## src/rtl/i2c_dma_pkg.sv

```systemverilog
`timescale 1ns/1ps
package i2c_dma_pkg;
    localparam logic [7:0] OFS_CMD  = 8'h14;
    localparam logic [7:0] OFS_ADDR = 8'h24;
    localparam logic [7:0] OFS_LEN  = 8'h28;

    localparam int B_START = 0;
    localparam int B_MTX   = 1;
    localparam int B_MRX   = 2;
    localparam int B_TXEN  = 8;
    localparam int B_RXEN  = 9;

    typedef enum logic [2:0] {
        S_IDLE,
        S_FETCH,
        S_SEND,
        S_RECV,
        S_STORE
    } dma_st_e;

    typedef struct packed {
        logic start;
        logic mtx;
        logic mrx;
        logic txen;
        logic rxen;
    } cmd_t;
endpackage

```

## src/rtl/i2c_dma_regs.sv

```systemverilog
`timescale 1ns/1ps
module i2c_dma_regs
    import i2c_dma_pkg::*;
#(
    parameter int ADDR_W = 32,
    parameter int LEN_W  = 12,
    parameter bit DMA_EN = 1'b1
) (
    input  logic              clk,
    input  logic              rst_n,
    input  logic              wr_en,
    input  logic [7:0]        reg_addr,
    input  logic [31:0]       wdata,
    input  logic              engine_busy,
    input  logic              step,
    input  logic              clr_tx,
    input  logic              clr_rx,
    input  logic              clr_start,
    output logic [31:0]       rdata,
    output logic [ADDR_W-1:0] addr_q,
    output logic [LEN_W-1:0]  len_q,
    output cmd_t              cmd_q,
    output logic              go_q,
    output logic              len_zero_q
);
    typedef struct packed {
        logic [ADDR_W-1:0] addr;
        logic [LEN_W-1:0]  len;
        cmd_t              cmd;
        logic              go;
        logic              len_zero;
    } regs_t;

    regs_t r_d, r_q;
    logic  busy;
    logic  wr_ok;
    logic  cmd_has_dma;
    logic  wdata_unused;
    logic [31:0] dma_addr_rd, dma_len_rd;

    assign busy         = engine_busy | r_q.go;
    assign wr_ok        = wr_en & ~busy;
    assign cmd_has_dma  = wdata[B_TXEN] | wdata[B_RXEN];
    assign wdata_unused = ^wdata;

    always_comb begin
        r_d          = r_q;
        r_d.go       = 1'b0;
        r_d.len_zero = 1'b0;
        if (step) begin
            r_d.addr = r_q.addr + ADDR_W'(1);
            r_d.len  = r_q.len - LEN_W'(1);
        end
        if (clr_start) r_d.cmd.start = 1'b0;
        if (clr_tx) begin
            r_d.cmd.txen = 1'b0;
            if (r_d.len == '0) r_d.cmd.mtx = 1'b0;
        end
        if (clr_rx) begin
            r_d.cmd.rxen = 1'b0;
            r_d.cmd.mrx  = 1'b0;
        end
        if (wr_ok) begin
            case (reg_addr)
                OFS_ADDR: if (DMA_EN) r_d.addr = {wdata[ADDR_W-1:2], 2'b00};
                OFS_LEN: if (DMA_EN) begin
                    r_d.len      = wdata[LEN_W-1:0];
                    r_d.len_zero = (wdata[LEN_W-1:0] == '0);
                end
                OFS_CMD: if (DMA_EN || !cmd_has_dma) begin
                    r_d.cmd.start = wdata[B_START];
                    r_d.cmd.mtx   = wdata[B_MTX];
                    r_d.cmd.mrx   = wdata[B_MRX];
                    r_d.cmd.txen  = wdata[B_TXEN];
                    r_d.cmd.rxen  = wdata[B_RXEN];
                    r_d.go        = cmd_has_dma;
                end
                default: ;
            endcase
        end
    end

    always_ff @(posedge clk or negedge rst_n) begin
        if (!rst_n) r_q <= '0;
        else        r_q <= r_d;
    end

    generate
        if (DMA_EN) begin : g_dma_rd
            assign dma_addr_rd = 32'(r_q.addr);
            assign dma_len_rd  = 32'(r_q.len);
        end else begin : g_no_dma_rd
            assign dma_addr_rd = '1;
            assign dma_len_rd  = '1;
        end
    endgenerate

    always_comb begin
        rdata = '0;
        case (reg_addr)
            OFS_CMD: begin
                rdata[B_START] = r_q.cmd.start;
                rdata[B_MTX]   = r_q.cmd.mtx;
                rdata[B_MRX]   = r_q.cmd.mrx;
                rdata[B_TXEN]  = r_q.cmd.txen;
                rdata[B_RXEN]  = r_q.cmd.rxen;
            end
            OFS_ADDR: rdata = dma_addr_rd;
            OFS_LEN:  rdata = dma_len_rd;
            default:  rdata = '0;
        endcase
    end

    assign addr_q     = r_q.addr;
    assign len_q      = r_q.len;
    assign cmd_q      = r_q.cmd;
    assign go_q       = r_q.go;
    assign len_zero_q = r_q.len_zero;

    // the engine only steps while bytes remain
    a_r5_no_underflow: assert property (@(posedge clk) disable iff (!rst_n)
        step |-> (r_q.len != '0));

    // an accepted address write always lands aligned
    a_r2_aligned: assert property (@(posedge clk) disable iff (!rst_n)
        (wr_ok && reg_addr == OFS_ADDR && DMA_EN) |=> (r_q.addr[1:0] == 2'b00));
endmodule

```

## src/rtl/i2c_dma_fsm.sv

```systemverilog
`timescale 1ns/1ps
module i2c_dma_fsm
    import i2c_dma_pkg::*;
#(
    parameter int ADDR_W = 32,
    parameter int LEN_W  = 12
) (
    input  logic              clk,
    input  logic              rst_n,
    input  logic              go,
    input  cmd_t              cmd,
    input  logic [ADDR_W-1:0] addr,
    input  logic [LEN_W-1:0]  len,
    input  logic [7:0]        mem_rdata,
    input  logic              mem_ack,
    input  logic              mem_err,
    input  logic              tx_ready,
    input  logic              tx_nak,
    input  logic              rx_valid,
    input  logic [7:0]        rx_data,
    output logic              mem_req,
    output logic              mem_we,
    output logic [ADDR_W-1:0] mem_addr,
    output logic [7:0]        mem_wdata,
    output logic              tx_valid,
    output logic [7:0]        tx_data,
    output logic              tx_first,
    output logic              rx_ready,
    output logic              step,
    output logic              clr_tx,
    output logic              clr_rx,
    output logic              clr_start,
    output logic              busy,
    output logic              done
);
    typedef struct packed {
        dma_st_e    st;
        logic [7:0] byte_v;
        logic       done;
    } fsm_t;

    fsm_t f_d, f_q;

    always_comb begin
        f_d       = f_q;
        f_d.done  = 1'b0;
        step      = 1'b0;
        clr_tx    = 1'b0;
        clr_rx    = 1'b0;
        clr_start = 1'b0;
        case (f_q.st)
            S_IDLE: if (go) begin
                if (cmd.txen) begin
                    if (len == '0) begin
                        clr_tx   = 1'b1;
                        f_d.done = 1'b1;
                    end else f_d.st = S_FETCH;
                end else if (cmd.rxen) begin
                    if (len == '0) begin
                        clr_rx   = 1'b1;
                        f_d.done = 1'b1;
                    end else f_d.st = S_RECV;
                end
            end
            S_FETCH: if (mem_ack) begin
                if (mem_err) begin
                    f_d.done = 1'b1;
                    f_d.st   = S_IDLE;
                end else begin
                    f_d.byte_v = mem_rdata;
                    step       = 1'b1;
                    f_d.st     = S_SEND;
                end
            end
            S_SEND: if (tx_ready) begin
                clr_start = 1'b1;
                if (tx_nak || len == '0) begin
                    clr_tx   = 1'b1;
                    f_d.done = 1'b1;
                    f_d.st   = S_IDLE;
                end else f_d.st = S_FETCH;
            end
            S_RECV: if (rx_valid) begin
                f_d.byte_v = rx_data;
                f_d.st     = S_STORE;
            end
            S_STORE: if (mem_ack) begin
                if (mem_err) begin
                    f_d.done = 1'b1;
                    f_d.st   = S_IDLE;
                end else begin
                    step = 1'b1;
                    if (len == LEN_W'(1)) begin
                        clr_rx   = 1'b1;
                        f_d.done = 1'b1;
                        f_d.st   = S_IDLE;
                    end else f_d.st = S_RECV;
                end
            end
            default: f_d.st = S_IDLE;
        endcase
    end

    always_ff @(posedge clk or negedge rst_n) begin
        if (!rst_n) f_q <= '{st: S_IDLE, byte_v: 8'h00, done: 1'b0};
        else        f_q <= f_d;
    end

    assign mem_req   = (f_q.st == S_FETCH) || (f_q.st == S_STORE);
    assign mem_we    = (f_q.st == S_STORE);
    assign mem_addr  = addr;
    assign mem_wdata = f_q.byte_v;
    assign tx_valid  = (f_q.st == S_SEND);
    assign tx_data   = f_q.byte_v;
    assign tx_first  = (f_q.st == S_SEND) && cmd.start;
    assign rx_ready  = (f_q.st == S_RECV);
    assign busy      = (f_q.st != S_IDLE);
    assign done      = f_q.done;

    // end-of-transfer indication is a single-cycle pulse
    a_r12_done_pulse: assert property (@(posedge clk) disable iff (!rst_n)
        done |=> !done);

    // a memory request is held with a stable address until acknowledged
    a_r14_req_hold: assert property (@(posedge clk) disable iff (!rst_n)
        (mem_req && !mem_ack) |=> (mem_req && $stable(mem_addr) && $stable(mem_we)));

    // an offered transmit byte is held until taken
    a_r14_tx_hold: assert property (@(posedge clk) disable iff (!rst_n)
        (tx_valid && !tx_ready) |=> (tx_valid && $stable(tx_data)));

    // a failed receive store leaves the receive enable set
    a_r10_rx_abort_keeps_en: assert property (@(posedge clk) disable iff (!rst_n)
        (f_q.st == S_STORE && mem_ack && mem_err) |=> cmd.rxen);
endmodule

```

## src/rtl/i2c_byte_dma.sv

```systemverilog
`timescale 1ns/1ps
module i2c_byte_dma
    import i2c_dma_pkg::*;
#(
    parameter int ADDR_W = 32,
    parameter int LEN_W  = 12,
    parameter bit DMA_EN = 1'b1
) (
    input  logic              clk,
    input  logic              rst_n,
    input  logic              reg_wr,
    input  logic [7:0]        reg_addr,
    input  logic [31:0]       reg_wdata,
    output logic [31:0]       reg_rdata,
    output logic              mem_req,
    output logic              mem_we,
    output logic [ADDR_W-1:0] mem_addr,
    output logic [7:0]        mem_wdata,
    input  logic [7:0]        mem_rdata,
    input  logic              mem_ack,
    input  logic              mem_err,
    output logic              tx_valid,
    output logic [7:0]        tx_data,
    output logic              tx_first,
    input  logic              tx_ready,
    input  logic              tx_nak,
    input  logic              rx_valid,
    input  logic [7:0]        rx_data,
    output logic              rx_ready,
    output logic              done,
    output logic              len_zero
);
    logic [ADDR_W-1:0] addr_q;
    logic [LEN_W-1:0]  len_q;
    cmd_t              cmd_q;
    logic              go_q, step, clr_tx, clr_rx, clr_start, eng_busy;

    i2c_dma_regs #(.ADDR_W(ADDR_W), .LEN_W(LEN_W), .DMA_EN(DMA_EN)) u_regs (
        .clk         (clk),
        .rst_n       (rst_n),
        .wr_en       (reg_wr),
        .reg_addr    (reg_addr),
        .wdata       (reg_wdata),
        .engine_busy (eng_busy),
        .step        (step),
        .clr_tx      (clr_tx),
        .clr_rx      (clr_rx),
        .clr_start   (clr_start),
        .rdata       (reg_rdata),
        .addr_q      (addr_q),
        .len_q       (len_q),
        .cmd_q       (cmd_q),
        .go_q        (go_q),
        .len_zero_q  (len_zero)
    );

    i2c_dma_fsm #(.ADDR_W(ADDR_W), .LEN_W(LEN_W)) u_fsm (
        .clk       (clk),
        .rst_n     (rst_n),
        .go        (go_q),
        .cmd       (cmd_q),
        .addr      (addr_q),
        .len       (len_q),
        .mem_rdata (mem_rdata),
        .mem_ack   (mem_ack),
        .mem_err   (mem_err),
        .tx_ready  (tx_ready),
        .tx_nak    (tx_nak),
        .rx_valid  (rx_valid),
        .rx_data   (rx_data),
        .mem_req   (mem_req),
        .mem_we    (mem_we),
        .mem_addr  (mem_addr),
        .mem_wdata (mem_wdata),
        .tx_valid  (tx_valid),
        .tx_data   (tx_data),
        .tx_first  (tx_first),
        .rx_ready  (rx_ready),
        .step      (step),
        .clr_tx    (clr_tx),
        .clr_rx    (clr_rx),
        .clr_start (clr_start),
        .busy      (eng_busy),
        .done      (done)
    );
endmodule

```

## config.mk

```make
export PLATFORM = sky130hd
export DESIGN_NAME = i2c_byte_dma
export DESIGN_NICKNAME = d
export VERILOG_FILES = /design/src/rtl/i2c_dma_pkg.sv /design/src/rtl/i2c_dma_regs.sv /design/src/rtl/i2c_dma_fsm.sv /design/src/rtl/i2c_byte_dma.sv
export SDC_FILE = /design/constraint.sdc
export NUM_CORES = 1
export LEC_CHECK = 0
export ABC_AREA = 1
export BUFFER_PORTS_ARGS = -buffer_cell sky130_fd_sc_hd__buf_2
export CAP_MARGIN = 20
export CORE_UTILIZATION = 25
export CTS_CLUSTER_SIZE = 10
export DETAILED_ROUTE_END_ITERATION = 7
export PLACE_DENSITY_LB_ADDON = 0.12
export SYNTH_ARGS = -nofsm -noshare
export SYNTH_HDL_FRONTEND = slang
export SYNTH_SLANG_ARGS = --single-unit
```

## constraint.sdc

```tcl
create_clock -name clk -period 2 [get_ports clk]
set_input_delay 0.3 -clock clk [delete_from_list [all_inputs] [get_ports clk]]
set_output_delay 0.3 -clock clk [all_outputs]
set_load 0.02 [all_outputs]
```

==> results_dict.tcl, run 1 <==
set metrics [dict create \
    clkPwrFrac 0.258 \
    dr.pass1.iters 7 \
    finClkSkew_ps 9.48 \
    power.share.switching 0.440 \
    hp-start "reg_wdata[12]" \
    synthCells 691 \
    io_buffers 150 \
    grtUsageMet2 0.283 \
    period_share 0.940 \
    drc_errors 30 \
    final_nets 916 \
    syn_to_final_growth_pct 31.3 \
    final_layout_size_suffix_gt1_frac 0.262 \
    setup.worst_path.class "primary input to primary output" \
    p_int_uw 3720 \
    finish.utilization 0.336 \
    tns_ps 0 \
    grt_pass1_wl_um 26700 \
    ys.flop_type "dfrtp_1" \
    p_leak_uw 0.00316 \
    cp-end-kind "primary output" \
    fmax_mhz 532 \
    peakVddDrop_uv 435 \
    synth.distinct_cells 43 \
    synthArstFlopShare 1.00 \
    vias_per_cell 4.52 \
    cp-start-kind "primary input" \
    multi_input_area_mm2 0.00247 \
    use_met3 0.0333 \
    regArea_mm2 0.00158 \
    r2r-start "u_regs.addr_q[1]" \
    crit_fanout 28 \
    ant_nets 0 \
    synth_edf_count 0 \
    p_comb_frac 0.435 \
    maxSlewHeadroom 0.562 \
    htreeDepth 3 \
    drv_slew 0 \
    drt_iter0_drc 310 \
    ios 151 \
    cts.sinks 63 \
    grt_use_total 0.182 \
    worstPathRequired_ps 1700 \
    cp-startpoint "reg_addr[7]" \
    cts_buffers 9 \
    core_area_mm2 0.0181 \
    hp-class "primary input to flop" \
    arrival_ps 1580 \
    cts_tree "done" \
    ys_warn_count 0 \
    antenna_cells 0 \
    synth_seq_cells 63 \
    wl_per_cell_um 15.8 \
    globalRouteOverflowTotal 0 \
    p_sw_uw 2920 \
    tightest_slew_ps 651 \
    cts-root-buf "clkbuf_16" \
    grt_pass1_vias 4798 \
    syn_avg_cell_area_um2 6.70 \
    gp_congestion 0.827 \
    outcome "finished with violations" \
    post-dp-hpwl_um 13600 \
    min_period_ps 1880 \
    synth_fp_nets 759 \
    chipWidth_um 138 \
    met1_usage 0.257 \
    die_h_um 138 \
    finalSetupViolCount 0 \
    violations "DRC" \
    vias 4890 \
    power_frac_seq 0.307 \
    antenna_found_initial 0 \
    ys_seq_area_frac 0.341 \
    cts_setup_buffers 0 \
    initial_utilization 0.256 \
    grt-busiest-layer "met2" \
    hold_viol_final 0 \
    syn-cell-area_mm2 0.00463 \
    grt_max_degree 38 \
    cts.path.max_buffers 2 \
    rsz0062_at_grt "false" \
    num_rows 49 \
    dieArea_mm2 0.0191 \
    clk_pin_slew_ps 50 \
    wl_um 17100 \
    nFillCells 2036 \
    insertion_delay_ps 350 \
    drv_cap 0 \
    powerDensity_mw_per_mm2 1090 \
]
-- critical path, cell delays in order --
cell and delay (ps):
buf_2 90, or2_1 240, nor3b_2 180, nand2_1 140
buf_12 200, o22ai_1 210, buf_2 200
-- area by class of cell --
type                       instances  share of cell area
timing repair buffer             181               0.171
multi-input combinational        489               0.406
sequential                        63               0.260
clock inverter                     4              0.0115
tap                              229              0.0471
inverter                         104              0.0642
clock buffer                      11              0.0399
-- layer usage --
layer / share of wire / wire length [um] / vias up
met2: 0.44 / 7530 / 140
met5: 0 / 0 / -
met4: 0.012 / 202 / 0
li1: - / - / 2506
met1: 0.50 / 8500 / 2231
met3: 0.048 / 823 / 13
-- power groups by stage --
stage	Clock, uW	Sequential (uW)	Combinational, uW
3_5_place_dp	0	2050	2860
6_report	1720	2040	2890
4_1_cts	1770	2030	2880
5_1_grt	1800	2100	3180
2_1_floorplan	0	2170	1880
3_3_place_gp	0	2060	2900
-- final timing paths --
check / to / slack (ps) / depth (start not counted)
min in group asynchronous: u_regs.len_q[2] / 480 / 2
setup reg to reg: u_regs.addr_q[30] / 150 / 8
setup / recovery: reg_rdata[11] / 120 / 7
hold / removal: u_regs.addr_q[12] / 170 / 3
max in group asynchronous: u_regs.addr_q[10] / 880 / 3
hold reg to reg: u_regs.cmd_q[1] / 540 / 2
-- stage by stage --
stage	area (um^2)	worst slack, ps	instances	hold slack (ps)	power, uW
5_1_grt	6080	14.1	1081	180	7080
6_report	6080	120	1081	172	6640
3_3_place_gp	5720	42.7	1065	321	4960
3_5_place_dp	5720	54.2	1065	314	4920
2_1_floorplan	4630	195	691	4.41	4040
4_1_cts	6040	54.0	1081	162	6690
-- cell usage after synthesis (5+ instances only) --
library cell  number  area (um^2)
a21oi_1           15         75.1
a31oi_1           13         81.3
buf_2              9         45.0
buf_4             19          143
clkbuf_1           5         18.8
dfrtp_1           63         1580
inv_1            100          375
nand2_1          165          619
nand3_1           48          240
nand4_1           11         68.8
nor2_1           101          379
nor2_2             5         31.3
nor3_1            19         95.1
o21ai_0           27          135
o21ai_1            5         25.0
o221ai_1           6         52.6
or2_0              7         43.8
xor2_1            25          219
-- kinds of logic (layout without fill, tap and decap cells) --
logic type / Yosys count / after routing / synth area share
compound gates: 80 / 80 / 0.101
xor+xnor: 27 / 27 / 0.0511
fa+ha+maj: 4 / 4 / 0.0108
buf+inv: 139 / 300 / 0.132
flops: 63 / 63 / 0.341
mux: 3 / 3 / 0.00649
simple gates: 375 / 375 / 0.358
-- registers in the layout, indices dropped and copies added, names as in the netlist --
register and cells:
u_regs.len_zero_q 1, u_fsm.mem_wdata 8, u_regs.addr_q 32, u_fsm.f_q 3, u_regs.go_q 1, u_fsm.done 1
u_regs.cmd_q 5, u_regs.len_q 12
-- layout by cell type (no fill, tap or decap), types with 4 or more instances in the layout --
master,Yosys,final
nand3_1,48,48
o21ai_0,27,27
buf_12,0,4
nand2_1,165,164
nor2_1,101,99
inv_1,100,100
nor4_1,4,4
clkbuf_16,0,9
xor2_1,25,25
o21ai_1,5,5
o22ai_1,4,4
a21oi_1,15,15
dfrtp_1,63,61
nor3_1,19,17
or2_0,7,7
nand4_1,11,11
a31oi_1,13,13
nor2_2,5,7
inv_2,4,4
ha_1,4,4
o221ai_1,6,5
buf_4,19,27
buf_2,9,149
nand2_2,4,4
-- timing repair --
| action | CTS | global route |
|---|---|---|
| hold buffers | 1 | 0 |
| endpoints found under the hold margin | 17 | 0 |
| setup endpoints to repair | 0 | 14 |
| gates resized for setup | 0 | 10 |
Power figures use the tool's default switching activity.
==> inputs of run 2 (changes only) <==
- CTS_BUF_LIST: not set -> sky130_fd_sc_hd__clkbuf_2
==> results_dict.tcl, run 2 (synthesized netlist as in run 1, its figures left out) <==
set metrics [dict create \
    cts_tree "done" \
    violations "DRC" \
    period_share 0.950 \
    arrival_ps 2410 \
    cts-root-buf "clkbuf_2" \
    final_nets 970 \
    layout_common_cells "163 x nand2_1, 147 x buf_2, 98 x nor2_1, 96 x inv_1, 58 x dfrtp_1" \
    powerDensity_mw_per_mm2 939 \
    ios 151 \
    pre_cts_slack_ps 54.2 \
    clk_pin_slew_ps 200 \
    insertion_delay_ps 580 \
    wl_met2_um 7790 \
    final_common_cell "nand2_1" \
    grt_use_total 0.186 \
    cp-end-kind "flop" \
    cts_buffers 9 \
    maxUsedRoutingLayer "met4" \
    worstPathRequired_ps 2500 \
    finClkSkew_ps 44.9 \
    cts.sinks 63 \
    io_buffers 150 \
    setup.worst_path.class "flop to flop" \
    ant_nets 0 \
    hp-class "primary input to flop" \
    peakVddDrop_uv 347 \
    post-dp-hpwl_um 13600 \
    cp-start-kind "flop" \
    vias_per_cell 4.47 \
    globalRouteOverflowTotal 0 \
    cts.path.max_buffers 2 \
    tns_ps 0 \
    grt_max_degree 38 \
    rsz0062_at_grt "false" \
    dr.pass1.iters 6 \
    maxSlewHeadroom 0.548 \
    fin_area_mm2 0.00646 \
    fmax_mhz 526 \
    drv_cap 0 \
    crit_fanout 8 \
    antenna_found_initial 1 \
    p_leak_uw 0.00331 \
    finish.utilization 0.357 \
    drv_slew 0 \
    wl_um 17400 \
    dieArea_mm2 0.0191 \
    syn_to_final_growth_pct 39.5 \
    num_rows 49 \
    chipWidth_um 138 \
    htreeDepth 3 \
    wl_per_cell_um 15.3 \
    initial_utilization 0.256 \
    wl_met3_um 812 \
    grt_pass1_wl_um 27500 \
    hold_viol_final 0 \
    gp_congestion 0.827 \
    finalSetupViolCount 0 \
    setup_ws_ps 99.2 \
    grt_pass1_vias 5001 \
    final_layout_size_suffix_gt1_frac 0.265 \
    die_h_um 138 \
    core_area_mm2 0.0181 \
    outcome "finished with violations" \
    place_area_mm2 0.00572 \
    drt_iter0_drc 343 \
    min_period_ps 1900 \
    drc_errors 30 \
    vias 5079 \
    wl_met1_um 8660 \
    tightest_slew_ps 671 \
    largest_reg_flops 32 \
]
run 2: changes by cell type in the layout (fill, tap and decap cells not counted), sizes merged:
cell	before	now
buf	180	187
clkbuf	11	10
clkinv	2	3
diode	0	1
dlygate4sd3	1	48
run 2: through the flow:
step | hold slack, ps | std cells | power [uW]
after global routing | 20.9 | 1136 | 6530
after floorplan | 4.41 | 691 | 4040
after global placement | 321 | 1065 | 4960
final | 49.6 | 1136 | 6060
after detailed placement | 314 | 1065 | 4920
after CTS | 2.19 | 1130 | 6030
run 2: path summary, 6_finish.rpt:
kind / from / to / depth (start not counted) / slack (ps)
max: u_fsm.f_q[10] / u_regs.addr_q[21] / 10 / 100
min: reg_wdata[28] / u_regs.addr_q[28] / 4 / 50
max reg2reg: u_fsm.f_q[10] / u_regs.addr_q[21] / 10 / 100
min reg2reg: u_regs.cmd_q[1] / u_regs.cmd_q[1] / 2 / 580
max in group asynchronous: rst_n / u_regs.addr_q[16] / 3 / 1140
min in group asynchronous: rst_n / u_regs.len_q[2] / 2 / 190
run 2: report_power, final:
| part | switching [uW] | internal [uW] |
|---|---|---|
| clock network | 524 | 404 |
| logic | 1990 | 1120 |
| registers | 397 | 1630 |
| total | 2910 | 3160 |
run 2: layout make-up:
type                    instances  area [um^2]
fillers                      2017        11600
multi-input cells             489         2500
clock inverters                 5         73.8
clock buffers                  10         50.0
inverters                     104          390
repair buffers                235         1580
diodes                          1         2.50
well taps                     229          287
flip-flops and latches         63         1580
run 2: per-layer routing:
layer  vias to the layer above  GRT usage
li1                       2612          -
met1                      2318      0.261
met2                       138      0.296
met3                        11     0.0384
met4                         0     0.0343
met5                         -          0
run 2: what timing repair did:
| action | CTS | global route |
|---|---|---|
| endpoints found under the hold margin | 66 | 0 |
| endpoints found under the setup margin | 3 | 28 |
| pin swaps | 2 | 1 |
| gates resized for setup | 10 | 18 |
| buffers inserted | 3 | 5 |
| hold buffers | 48 | 0 |
| gates cloned | 0 | 0 |
run 2: worst max-delay path: stages (launching register included):
cell and delay [ps]:
dfrtp_1 470, nor2_2 150, buf_4 130, nand3_2 120, nand2_4 180, nand3_1 150
nor2_2 200, a21oi_1 80, o21ai_0 220, nand2_1 70, inv_1 50
